<file path="src/rtl/mrep_pkg.sv">
package mrep_pkg;

   typedef enum logic {
      ST_HUNT    = 1'b0,
      ST_COLLECT = 1'b1
   } dec_state_t;

   typedef logic [2:0] halves_t;

   localparam halves_t NH_NONE = 3'd0;
   localparam halves_t NH_MAX  = 3'd4;

   // true for a run that can hold one side of a sync (3 cells, or 3 plus one adjoining)
   function automatic logic is_long_run(input halves_t n);
      return (n == 3'd3) || (n == 3'd4);
   endfunction

endpackage

</file>
<file path="src/rtl/mrep_sampler.sv">
module mrep_sampler #(
   parameter int unsigned SYNC_STAGES = 2,
   parameter int unsigned TAP_LO      = 5,
   parameter int unsigned TAP_HI      = 13
) (
   input  logic clk,
   input  logic rst_n,
   input  logic speed_sel,
   input  logic line_in,
   output logic lvl,
   output logic tap
);

   logic [SYNC_STAGES-1:0] sq;
   logic [TAP_HI:0]        dly;

   // input synchronizer
   for (genvar g = 0; g < SYNC_STAGES; g++) begin : g_sync
      if (g == 0) begin : g_first
         always_ff @(posedge clk or negedge rst_n) begin
            if (!rst_n) sq[0] <= 1'b0;
            else        sq[0] <= line_in;
         end
      end else begin : g_rest
         always_ff @(posedge clk or negedge rst_n) begin
            if (!rst_n) sq[g] <= 1'b0;
            else        sq[g] <= sq[g-1];
         end
      end
   end

   assign lvl = sq[SYNC_STAGES-1];

   // half-bit delay line, long enough for the slower sampling rate
   for (genvar d = 0; d <= TAP_HI; d++) begin : g_dly
      if (d == 0) begin : g_head
         always_ff @(posedge clk or negedge rst_n) begin
            if (!rst_n) dly[0] <= 1'b0;
            else        dly[0] <= lvl;
         end
      end else begin : g_body
         always_ff @(posedge clk or negedge rst_n) begin
            if (!rst_n) dly[d] <= 1'b0;
            else        dly[d] <= dly[d-1];
         end
      end
   end

   assign tap = speed_sel ? dly[TAP_HI] : dly[TAP_LO];

endmodule

</file>
<file path="src/rtl/mrep_clkgen.sv">
module mrep_clkgen #(
   parameter int unsigned H_LO = 8,
   parameter int unsigned H_HI = 16
) (
   input  logic clk,
   input  logic rst_n,
   input  logic speed_sel,
   input  logic tap,
   output logic data_q,
   output logic clk_q
);

   localparam int unsigned PH_W = $clog2(H_HI);

   logic [PH_W-1:0] ph, ph_nx, ph_last, ph_half;
   logic            trans;

   assign ph_last = speed_sel ? PH_W'(H_HI - 1) : PH_W'(H_LO - 1);
   assign ph_half = speed_sel ? PH_W'(H_HI / 2) : PH_W'(H_LO / 2);
   assign trans   = tap != data_q;

   always_comb begin
      if (trans)                ph_nx = '0;
      else if (ph == ph_last)   ph_nx = '0;
      else                      ph_nx = ph + 1'b1;
   end

   always_ff @(posedge clk or negedge rst_n) begin
      if (!rst_n) begin
         data_q <= 1'b0;
         ph     <= '0;
         clk_q  <= 1'b0;
      end else begin
         data_q <= tap;
         ph     <= ph_nx;
         clk_q  <= ph_nx < ph_half;
      end
   end

   // every repeated data edge lands while the recovered clock is high
   assert_edge_on_clk_R2 : assert property (@(posedge clk) disable iff (!rst_n)
      (data_q != $past(data_q)) |-> clk_q);

   // the clock never stays high past half a cell without a data edge
   assert_clk_low_half_R2 : assert property (@(posedge clk) disable iff (!rst_n)
      ($fell(clk_q)) |-> (data_q == $past(data_q)));

endmodule

</file>
<file path="src/rtl/mrep_syncdet.sv">
module mrep_syncdet
   import mrep_pkg::*;
#(
   parameter int unsigned H_LO = 8,
   parameter int unsigned H_HI = 16
) (
   input  logic clk,
   input  logic rst_n,
   input  logic speed_sel,
   input  logic lvl,
   output logic sync_kind,
   output logic srst
);

   localparam int unsigned RUN_W = $clog2(H_HI * 6);
   localparam int unsigned SH_LO = $clog2(H_LO);
   localparam int unsigned SH_HI = $clog2(H_HI);
   localparam logic [RUN_W-1:0] RUN_SAT = '1;

   logic             lvl_q;
   logic             edge_w;
   logic [RUN_W-1:0] run_cnt;
   logic [RUN_W:0]   rnd, halves_raw;
   halves_t          nh, prev_n;
   logic             sync_hit;
   dec_state_t       st, st_nx;
   logic [3:0]       hb_q, hb_nx;
   halves_t          bcnt, cnt_nx;
   logic             release_w;

   assign edge_w = lvl ^ lvl_q;

   // run length to half-cell count, rounded to nearest
   assign rnd        = speed_sel ? ({1'b0, run_cnt} + (RUN_W+1)'(H_HI / 2))
                                 : ({1'b0, run_cnt} + (RUN_W+1)'(H_LO / 2));
   assign halves_raw = speed_sel ? (rnd >> SH_HI) : (rnd >> SH_LO);
   assign nh         = (halves_raw >= (RUN_W+1)'(1) && halves_raw <= (RUN_W+1)'(NH_MAX))
                       ? halves_raw[2:0] : NH_NONE;

   assign sync_hit = edge_w && is_long_run(prev_n) && is_long_run(nh);

   always_comb begin
      st_nx     = st;
      hb_nx     = hb_q;
      cnt_nx    = bcnt;
      release_w = 1'b0;
      if (edge_w) begin
         if (sync_hit) begin
            st_nx  = ST_COLLECT;
            hb_nx  = 4'b0000;
            cnt_nx = nh - 3'd3;
            if (nh == 3'd4) hb_nx[0] = lvl_q;
         end else if (st == ST_COLLECT) begin
            if (nh == NH_NONE || nh > 3'd2) begin
               st_nx = ST_HUNT;
            end else begin
               for (int i = 0; i < 2; i++) begin
                  for (int j = 0; j < 4; j++) begin
                     if (3'(i) < nh && 3'(j) == bcnt + 3'(i)) hb_nx[j] = lvl_q;
                  end
               end
               cnt_nx = bcnt + nh;
               if (cnt_nx >= 3'd4) begin
                  st_nx     = ST_HUNT;
                  release_w = (hb_nx[0] != hb_nx[1]) && (hb_nx[2] != hb_nx[3]) && !hb_nx[0];
               end
            end
         end
      end
   end

   always_ff @(posedge clk or negedge rst_n) begin
      if (!rst_n) begin
         lvl_q     <= 1'b0;
         run_cnt   <= '0;
         prev_n    <= NH_NONE;
         st        <= ST_HUNT;
         hb_q      <= '0;
         bcnt      <= '0;
         sync_kind <= 1'b0;
         srst      <= 1'b0;
      end else begin
         lvl_q   <= lvl;
         if (edge_w)                  run_cnt <= RUN_W'(1);
         else if (run_cnt != RUN_SAT) run_cnt <= run_cnt + 1'b1;
         if (edge_w) prev_n <= nh;
         st   <= st_nx;
         hb_q <= hb_nx;
         bcnt <= cnt_nx;
         if (sync_hit)  sync_kind <= !lvl_q;
         if (release_w) srst      <= 1'b1;
      end
   end

   assert_kind_only_on_sync_R4 : assert property (@(posedge clk) disable iff (!rst_n)
      (sync_kind != $past(sync_kind)) |-> $past(sync_hit));

   assert_srst_held_R5 : assert property (@(posedge clk) disable iff (!rst_n)
      srst |=> srst);

   assert_release_after_sync_R6 : assert property (@(posedge clk) disable iff (!rst_n)
      $rose(srst) |-> $past(st == ST_COLLECT));

   assert_release_zero_bit_R7 : assert property (@(posedge clk) disable iff (!rst_n)
      $rose(srst) |-> $past(hb_nx[0] == 1'b0));

endmodule

</file>
<file path="src/rtl/manchester_repeater.sv">
module manchester_repeater #(
   parameter int unsigned OVS_LO      = 16,
   parameter int unsigned OVS_HI      = 32,
   parameter int unsigned SYNC_STAGES = 2
) (
   input  logic clk,
   input  logic rst_n,
   input  logic speed_sel,
   input  logic cts,
   input  logic line_in,
   output logic rep_pos,
   output logic rep_neg,
   output logic clk2x_out,
   output logic sync_kind,
   output logic srst_out
);

   localparam int unsigned H_LO   = OVS_LO / 2;
   localparam int unsigned H_HI   = OVS_HI / 2;
   localparam int unsigned TAP_LO = H_LO - SYNC_STAGES - 1;
   localparam int unsigned TAP_HI = H_HI - SYNC_STAGES - 1;

   if ((OVS_LO & (OVS_LO - 1)) != 0 || (OVS_HI & (OVS_HI - 1)) != 0) begin : g_chk_pow2
      $error("oversampling rates must be powers of two");
   end
   if (OVS_HI <= OVS_LO) begin : g_chk_order
      $error("OVS_HI must exceed OVS_LO");
   end
   if (SYNC_STAGES < 1 || H_LO < SYNC_STAGES + 2) begin : g_chk_sync
      $error("half cell too short for the synchronizer depth");
   end

   logic lvl, tap, data_q, clk_q;

   mrep_sampler #(
      .SYNC_STAGES(SYNC_STAGES),
      .TAP_LO     (TAP_LO),
      .TAP_HI     (TAP_HI)
   ) u_sampler (
      .clk      (clk),
      .rst_n    (rst_n),
      .speed_sel(speed_sel),
      .line_in  (line_in),
      .lvl      (lvl),
      .tap      (tap)
   );

   mrep_clkgen #(
      .H_LO(H_LO),
      .H_HI(H_HI)
   ) u_clkgen (
      .clk      (clk),
      .rst_n    (rst_n),
      .speed_sel(speed_sel),
      .tap      (tap),
      .data_q   (data_q),
      .clk_q    (clk_q)
   );

   mrep_syncdet #(
      .H_LO(H_LO),
      .H_HI(H_HI)
   ) u_syncdet (
      .clk      (clk),
      .rst_n    (rst_n),
      .speed_sel(speed_sel),
      .lvl      (lvl),
      .sync_kind(sync_kind),
      .srst     (srst_out)
   );

   // clear-to-send only gates; it has no path into the decoder
   assign rep_pos   = cts | data_q;
   assign rep_neg   = cts | ~data_q;
   assign clk2x_out = ~cts & clk_q;

endmodule

</file>
<file path="config.mk">
export PLATFORM = sky130hd
export DESIGN_NAME = manchester_repeater
export DESIGN_NICKNAME = d
export VERILOG_FILES = /design/src/rtl/mrep_pkg.sv /design/src/rtl/mrep_sampler.sv /design/src/rtl/mrep_clkgen.sv /design/src/rtl/mrep_syncdet.sv /design/src/rtl/manchester_repeater.sv
export SDC_FILE = /design/constraint.sdc
export NUM_CORES = 1
export LEC_CHECK = 0
export BUFFER_PORTS_ARGS = -buffer_cell sky130_fd_sc_hd__buf_2
export CORE_UTILIZATION = 45
export CTS_CLUSTER_SIZE = 24
export DETAILED_ROUTE_END_ITERATION = 6
export MAX_ROUTING_LAYER = met4
export PLACE_DENSITY = 0.71
export SKIP_LAST_GASP = 1
export SLEW_MARGIN = 10
export SYNTH_ARGS = -nofsm -noshare
export SYNTH_HDL_FRONTEND = slang
export SYNTH_HIERARCHICAL = 1
export SYNTH_SLANG_ARGS = --single-unit
export TNS_END_PERCENT = 10
</file>
<file path="constraint.sdc">
create_clock -name clk -period 3.9 [get_ports clk]
set_clock_uncertainty 0.05 [all_clocks]
set_input_delay 0.78 -clock clk [delete_from_list [all_inputs] [get_ports clk]]
set_output_delay 0.78 -clock clk [all_outputs]
set_load 0.02 [all_outputs]
</file>
==> impl_metrics.env, run 1 <==
export IMPL_viasPerCell=5.421
export IMPL_drt_iter0_markers=101
export IMPL_r2r_setup_slack_ns=0.67
export IMPL_numCtsBuffers=5
export IMPL_dp_hpwl_um=2981
export IMPL_min_path_cells=0
export IMPL_cts_root_buffer="clkbuf_8"
export IMPL_vias=1675
export IMPL_clockPowerShare_pct=32.5
export IMPL_die_w_um=75.12
export IMPL_synth_edf_count=0
export IMPL_first_global_vias=1498
export IMPL_tightest_slew_ns=0.9135
export IMPL_floorplan_initialDensity_pct=46.81
export IMPL_fin_ws_ns=0.6690
export IMPL_boundaryPins=10
export IMPL_pwr_share_comb_pct=12.9
export IMPL_avgSynthCellArea_um2=10.55
export IMPL_yosys_warnings=6
export IMPL_ant_nets=0
export IMPL_synth_area_leaders="dfrtp_1 (45%), ha_1 (5.2%), nand2_1 (3.0%)"
export IMPL_power_density_mw_per_mm2=353.5
export IMPL_fin_crit_sh_pct=82.85
export IMPL_grt_overflow=0
export IMPL_syn_num_nets=244
export IMPL_pre_cts_ws_ns=0.4305
export IMPL_clk_latency_ns=0.30
export IMPL_wl_um=4126
export IMPL_synth_area_mm2=0.002406
export IMPL_cp_arrival_ns=3.36
export IMPL_synthToLayoutAreaGrowth_pct=8.164
export IMPL_synth_top_area_share_pct=44.72
export IMPL_crit_path_end_kind="flop"
export IMPL_post_drt_wl_per_cell_um=13.35
export IMPL_hold_buffers=0
export IMPL_die_y_um=75.12
export IMPL_synth_commonest_cells="dfrtp_1 (43), nand2_1 (19), nor2_1 (18), o21ai_0 (11), ha_1 (10)"
export IMPL_antenna_found_initial=0
export IMPL_hold_path_endpoint="u_sampler/lvl$_DFF_PN0_"
export IMPL_nNetsFinal=254
export IMPL_num_rows=26
export IMPL_place_inst=301
export IMPL_crit_fanout=8
export IMPL_reg2reg_from="u_syncdet/run_cnt[2]$_DFFE_PN0P_"
export IMPL_hold_class="reg -> reg"
export IMPL_gp_congestion=0.8608
export IMPL_htree_levels=2
export IMPL_seq_area_frac_synth_pct=44.72
export IMPL_ir_drop_mv=0.2059
export IMPL_drv_cap=0
export IMPL_clock_path_buffers=2
export IMPL_drc=0
export IMPL_p_sw_share_pct=27.10
export IMPL_synthCells=228
export IMPL_die_area_mm2=0.005643
export IMPL_slew_headroom_pct=39.10
export IMPL_post_cts_setup_buffer_count=0
export IMPL_power_frac_seq_pct=54.6
export IMPL_r2r_cells=11
export IMPL_cts_resized=0
export IMPL_synthArstFlopShare_pct=100.0
export IMPL_core_area_mm2=0.005140
export IMPL_drt_pass1_iterations=4
export IMPL_nFillCells=475
export IMPL_grt_max_degree=44
export IMPL_cp_start_kind="flop"
export IMPL_setup_viol=0
export IMPL_port_buffers=9
export IMPL_cp_data_required_time_ns=4.03
export IMPL_grt_busiest_layer="met2"
export IMPL_cts_tree="yes"
export IMPL_drv_slew=0
export IMPL_worstHoldStart="u_sampler/sq[0]$_DFF_PN0_"
export IMPL_p_leak_nw=1.160
export IMPL_diodes=0
export IMPL_grt_pass1_wl_um=6927
export IMPL_yosysTopAreaCell="dfrtp_1"
export IMPL_synthMostInstantiatedCell="dfrtp_1"
export IMPL_ys_ff_latch=43
export IMPL_p_sw_w=0.0002493
export IMPL_use_met1_pct=22.20
export IMPL_period_needed_ns=3.231
export IMPL_cts_clk_slew_worst_paths_ns=0.08
export IMPL_outcome="finished, final reports clean"
export IMPL_use_met2_pct=26.03
export IMPL_crit_type="reg -> reg"
export IMPL_yosys_cell_types_count=61
export IMPL_r2r_end="u_syncdet/bcnt[1]$_DFFE_PN0P_"
export IMPL_cts_sinks=43
export IMPL_stdcell_count=309
export IMPL_use_met3_pct=3.614
export IMPL_synth_flop_cell="dfrtp_1"
export IMPL_grt_usage_pct=17.06
export IMPL_power_internal_w=0.0006706
export IMPL_drive_gt1_share_pct=16.74
export IMPL_fmax_mhz=309.5
export IMPL_rsz0062_at_grt="no"
export IMPL_tns_ns=0
export IMPL_hold_violations=0
-- worst max-delay path: stages, from the launching register on --
cell and delay [ns]:
dfrtp_1 0.51, ha_1 0.34, xor2_1 0.24, nor2b_1 0.24, a32oi_2 0.17, or2_2 0.33, ha_1 0.22, nor3b_1 0.21
o211a_1 0.33, buf_4 0.20, mux2i_1 0.17, o21ai_0 0.10
-- through the flow --
step	hold WS [ns]	area, µm²	utilization [%]	total power [W]
floorplan	0.2812	2406	-	0.0005941
global placement	0.2814	2504	48.71	0.0006266
detailed placement	0.2873	2504	48.71	0.0006300
CTS	0.3069	2603	50.63	0.0009324
global route	0.3114	2603	50.63	0.0009719
finish	0.3045	2603	50.63	0.0009199
-- registers in the layout, indices dropped and copies added (netlist names), 3 cells and up --
signal             flops
u_syncdet/prev_n       3
u_sampler/dly         14
u_syncdet/bcnt         3
u_syncdet/hb_q         4
u_syncdet/run_cnt      7
u_clkgen/ph            4
-- routing by layer --
layer  wire length, µm  vias to the layer above
li1                  -                      835
met1              2060                      808
met2              1856                       24
met3               121                        8
met4                88                        0
met5                 0                        -
-- kinds of logic after synthesis --
group / count (synthesis) / synth area share [%]
simple gates: 85 / 19.81
compound gates: 48 / 15.29
flops: 43 / 44.72
xor+xnor: 16 / 6.605
buf+inv: 16 / 3.328
fa+ha+maj: 11 / 6.032
mux: 9 / 4.212
-- cell type report --
type	count	area [µm²]	area share, %
clock buffer	6	82.58	3.173
clock inverter	2	16.27	0.6250
inverter	8	30.03	1.154
multi-input combinational	169	1250	48.03
sequential	43	1076	41.35
tap	70	87.58	3.365
timing repair buffer	11	60.06	2.308
-- power by group through the flow --
stage	Sequential (W)	Combinational [W]	Clock (W)
floorplan	0.000503	0.0000908	0
global placement	0.000510	0.000116	0
detailed placement	0.000511	0.000119	0
CTS	0.000502	0.000120	0.000310
global route	0.000506	0.000138	0.000328
finish	0.000502	0.000118	0.000299
-- worst max-delay path by stage --
stage	slack (ns)	endpoint	cells after the start	startpoint
6_report	0.67	u_syncdet/bcnt[1]$_DFFE_PN0P_	11	u_syncdet/run_cnt[2]$_DFFE_PN0P_
4_1_cts	0.69	u_syncdet/bcnt[1]$_DFFE_PN0P_	11	u_syncdet/run_cnt[2]$_DFFE_PN0P_
5_1_grt	0.43	u_syncdet/bcnt[1]$_DFFE_PN0P_	11	u_syncdet/run_cnt[2]$_DFFE_PN0P_
3_5_place_dp	0.43	u_syncdet/srst$_DFFE_PN0P_	11	speed_sel
2_1_floorplan	0.90	u_syncdet/srst$_DFFE_PN0P_	11	speed_sel
3_3_place_gp	0.51	u_syncdet/bcnt[0]$_DFFE_PN0P_	11	speed_sel
-- layout by cell type, fill, tap and decap left out, types with 2 or more instances in the layout --
master    netlist  layout
nor2_1         18      18
buf_2           4       9
o22ai_1         3       3
nand4_1         3       3
a21oi_1         6       6
mux2i_1         5       5
clkbuf_8        0       6
mux2_2          2       2
a21oi_2         2       2
nor3_1          5       5
dfrtp_1        43      43
nand2_1        19      19
nand3b_1        6       6
a311oi_1        2       2
a31oi_1         3       3
inv_1           8       8
buf_4           2       2
nand3_1         5       5
ha_1           10      10
or2_2           3       3
xor2_1          7       7
nor2b_1         6       6
a21o_1          4       4
xnor2_1         8       8
and2_1          4       4
nand2b_1        3       3
o21ai_1         2       2
o21ai_0        11      11
No activity file was read; power rests on OpenSTA's default activity.
==> run 2: changes to the inputs <==
ABC_AREA = 1   (was unset)
PLACE_DENSITY = 0.74   (was 0.71)
clock period = 2.7 ns   (was 3.9 ns; I/O delays follow)
==> run 2 against run 1 <==
Compared with the run above:
- power is 69% higher
- non-clock buffer count is 13 higher
- die area is 4.0% lower
- worst setup slack worse by 0.51 ns
- critical path depth is 7 higher
- fmax is 27% higher
- routed wire length is 3.5% higher
- count of clock-buffer cells in the layout is 1 lower
- sequential cell count stayed put
- first-iteration DRC count is 6.9% higher
- sequential share of layout area is 1.4 points lower
- utilization is 5.3 points higher
- critical path type unchanged
- critical endpoint is now u_syncdet/srst$_DFFE_PN0P_
- largest power group unchanged
==> impl_metrics.env, run 2 <==
export IMPL_synth_area_leaders="dfrtp_1 (47%), nand2_1 (11%), ha_1 (5.4%)"
export IMPL_period_needed_ns=2.544
export IMPL_yosysTopAreaCell="dfrtp_1"
export IMPL_dp_hpwl_um=3083
export IMPL_grt_usage_pct=18.45
export IMPL_ant_nets=0
export IMPL_grt_overflow=0
export IMPL_diodes=0
export IMPL_synthCells=274
export IMPL_drc=0
export IMPL_largest_register="u_sampler/dly"
export IMPL_first_global_vias=1637
export IMPL_ir_drop_mv=0.3242
export IMPL_crit_top_cell="nand2_1"
export IMPL_numCtsBuffers=5
export IMPL_cp_slowest_cell="dfrtp_2"
export IMPL_drt_iter0_markers=108
export IMPL_cp_arrival_ns=2.69
export IMPL_clk_latency_ns=0.30
export IMPL_synth_area_mm2=0.002306
export IMPL_fmax_mhz=393.0
export IMPL_die_y_um=73.59
export IMPL_post_drt_wl_per_cell_um=11.54
export IMPL_port_buffers=9
export IMPL_synthArstFlopShare_pct=100.0
export IMPL_gp_congestion=0.8600
export IMPL_min_path_cells=1
export IMPL_die_w_um=73.59
export IMPL_cts_clk_slew_worst_paths_ns=0.09
export IMPL_rsz0062_at_grt="yes"
export IMPL_fin_crit_sh_pct=94.23
export IMPL_total_power_w=0.001553
export IMPL_floorplan_initialDensity_pct=47.87
export IMPL_antenna_found_initial=0
export IMPL_yosys_cell_types_count=35
export IMPL_boundaryPins=10
export IMPL_hold_class="in -> reg"
export IMPL_drt_pass1_iterations=4
export IMPL_cp_data_required_time_ns=2.84
export IMPL_setup_viol=0
export IMPL_outcome="finished, final reports clean"
export IMPL_synthSimpleGateAreaFrac_pct=29.95
export IMPL_die_area_mm2=0.005415
export IMPL_grt_pass1_wl_um=7245
export IMPL_slew_headroom_pct=39.51
export IMPL_syn_num_nets=290
export IMPL_grt_max_degree=44
export IMPL_synthToLayoutAreaGrowth_pct=16.93
export IMPL_place_inst=357
export IMPL_htree_levels=2
export IMPL_drv_cap=0
export IMPL_largest_register_ffs=14
export IMPL_final_common_cell="nand2_1"
export IMPL_synth_top_area_share_pct=46.66
export IMPL_seq_area_frac_synth_pct=46.66
export IMPL_wl_um=4269
export IMPL_crit_fanout=4
export IMPL_tightest_slew_ns=0.9073
export IMPL_largestRegisters="u_sampler/dly x14, u_syncdet/run_cnt x7"
export IMPL_power_density_mw_per_mm2=575.8
export IMPL_vias=1810
export IMPL_num_rows=25
export IMPL_nNetsFinal=318
export IMPL_cts_sinks=43
export IMPL_path_cells="ha_4 -> nand3_2 -> nand2_1 -> nand2_2 -> nand2_1 -> nand2_2 -> nor2_2 -> nand2_1 -> inv_2 -> ha_1 -> fa_2 -> xor2_2 -> xor2_2 -> inv_1 -> nand2_1 -> nor2_1 -> nand2_1 -> nand2_1"
export IMPL_stdcell_count=370
export IMPL_cpPeakStageDelay_ns=0.47
export IMPL_hold_violations=0
export IMPL_cts_tree="yes"
export IMPL_p_leak_nw=1.350
export IMPL_viasPerCell=4.892
export IMPL_crit_path_end_kind="flop"
export IMPL_yosys_warnings=6
export IMPL_nFillCells=438
export IMPL_synth_flop_cell="dfrtp_1"
export IMPL_drive_gt1_share_pct=24.75
export IMPL_synth_xor_area_share_pct=1.899
export IMPL_synth_compound_area_share_pct=7.922
export IMPL_synth_mux_area_share_pct=0
export IMPL_synth_edf_count=0
export IMPL_synth_commonest_cells="nand2_1 (68), dfrtp_1 (43), inv_1 (31), nor2_1 (28), nand3_1 (20)"
export IMPL_crit_type="reg -> reg"
export IMPL_avgSynthCellArea_um2=8.416
export IMPL_clock_path_buffers=2
export IMPL_ys_ff_latch=43
export IMPL_synth_top_family_by_area="simple AND/OR/NAND/NOR gates"
export IMPL_hold_buffers=0
export IMPL_cts_root_buffer="clkbuf_8"
export IMPL_core_area_mm2=0.004817
export IMPL_cp_start_kind="flop"
export IMPL_synthMostInstantiatedCell="nand2_1"
export IMPL_r2r_cells=18
export IMPL_drv_slew=0
export IMPL_synth_fa_ha_area_share_pct=6.294
export IMPL_layout_common_cells="nand2_1 (67), dfrtp_1 (42), inv_1 (30)"
run 2: cell types whose count changed after synthesis, sizes merged, moves of 5 or more:
| cell | previous run | this run |
|---|---|---|
| buf | 7 | 2 |
| inv | 8 | 39 |
| mux2i | 6 | 0 |
| nand2 | 20 | 76 |
| nand3 | 5 | 27 |
| nor2 | 18 | 33 |
| nor2b | 6 | 0 |
| xnor2 | 8 | 1 |
run 2: power by group:
group	switching [W]	total (W)	internal (W)
Sequential	0.0000484	0.000751	0.000702
Clock	0.000233	0.000513	0.000280
Combinational	0.000175	0.000289	0.000114
run 2: cell type report:
cell class / count / area [µm²] / share of cell area [%]
clock buffers: 5 / 68.82 / 2.552
clock inverters: 3 / 47.55 / 1.763
multi-input cells: 189 / 1112 / 41.25
well taps: 67 / 83.83 / 3.109
flip-flops and latches: 43 / 1077 / 39.95
inverters: 39 / 148.9 / 5.522
repair buffers: 24 / 157.7 / 5.847
run 2: per-layer routing:
metal	vias up	wire [µm]	GRT usage, %
met2	29	1916	27.83
met3	6	161	4.115
met4	0	60	6.624
met5	-	0	-
li1	919	-	-
met1	856	2131	24.45
run 2: kinds of logic after synthesis:
kind of cell               Yosys count
AOI/OAI and AO/OA                   29
xor gates and xnor gates             5
adders and majority gates           11
buffers and inverters               42
DFF                                 43
and+or+nand+nor                    144
run 2: worst max-delay path, delay by kind of cell, from the launching register on:
family | cells | cell delay, ns
adders and majority gates | 3 | 0.76
DFF | 1 | 0.47
and+or+nand+nor | 11 | 0.70
buffers and inverters | 2 | 0.11
xor gates and xnor gates | 2 | 0.36
run 2: stage by stage:
stage               setup TNS [ns]  setup slack (ns)  cell area [µm²]  hold WS [ns]  util, %
floorplan                        0           0.06654             2306        0.1944        -
global placement                 0            0.1233             2491        0.2837    51.71
detailed placement               0           0.02180             2491        0.2847    51.71
CTS                              0          0.001633             2608        0.2919    54.13
global route               -0.1766          -0.06727             2696        0.2932    55.97
finish                           0            0.1557             2696        0.2999    55.97
run 2: what timing repair did:
action                                 CTS  global route
resized for setup                        0            12
endpoints found under the hold margin    0             0
setup endpoints to repair                0             9
buffers inserted                         0             5
run 2: path summary, 6_finish.rpt:
kind	startpoint	endpoint	slack, ns
setup / recovery	u_syncdet/run_cnt[3]$_DFFE_PN0P_	u_syncdet/srst$_DFFE_PN0P_	0.16
hold / removal	line_in	u_sampler/sq[0]$_DFF_PN0_	0.30
setup reg to reg	u_syncdet/run_cnt[3]$_DFFE_PN0P_	u_syncdet/srst$_DFFE_PN0P_	0.16
hold reg to reg	u_sampler/dly[4]$_DFF_PN0_	u_sampler/dly[5]$_DFF_PN0_	0.30
max in group asynchronous	rst_n	u_syncdet/run_cnt[3]$_DFFE_PN0P_	1.67
min in group asynchronous	rst_n	u_clkgen/ph[3]$_DFF_PN0_	0.31
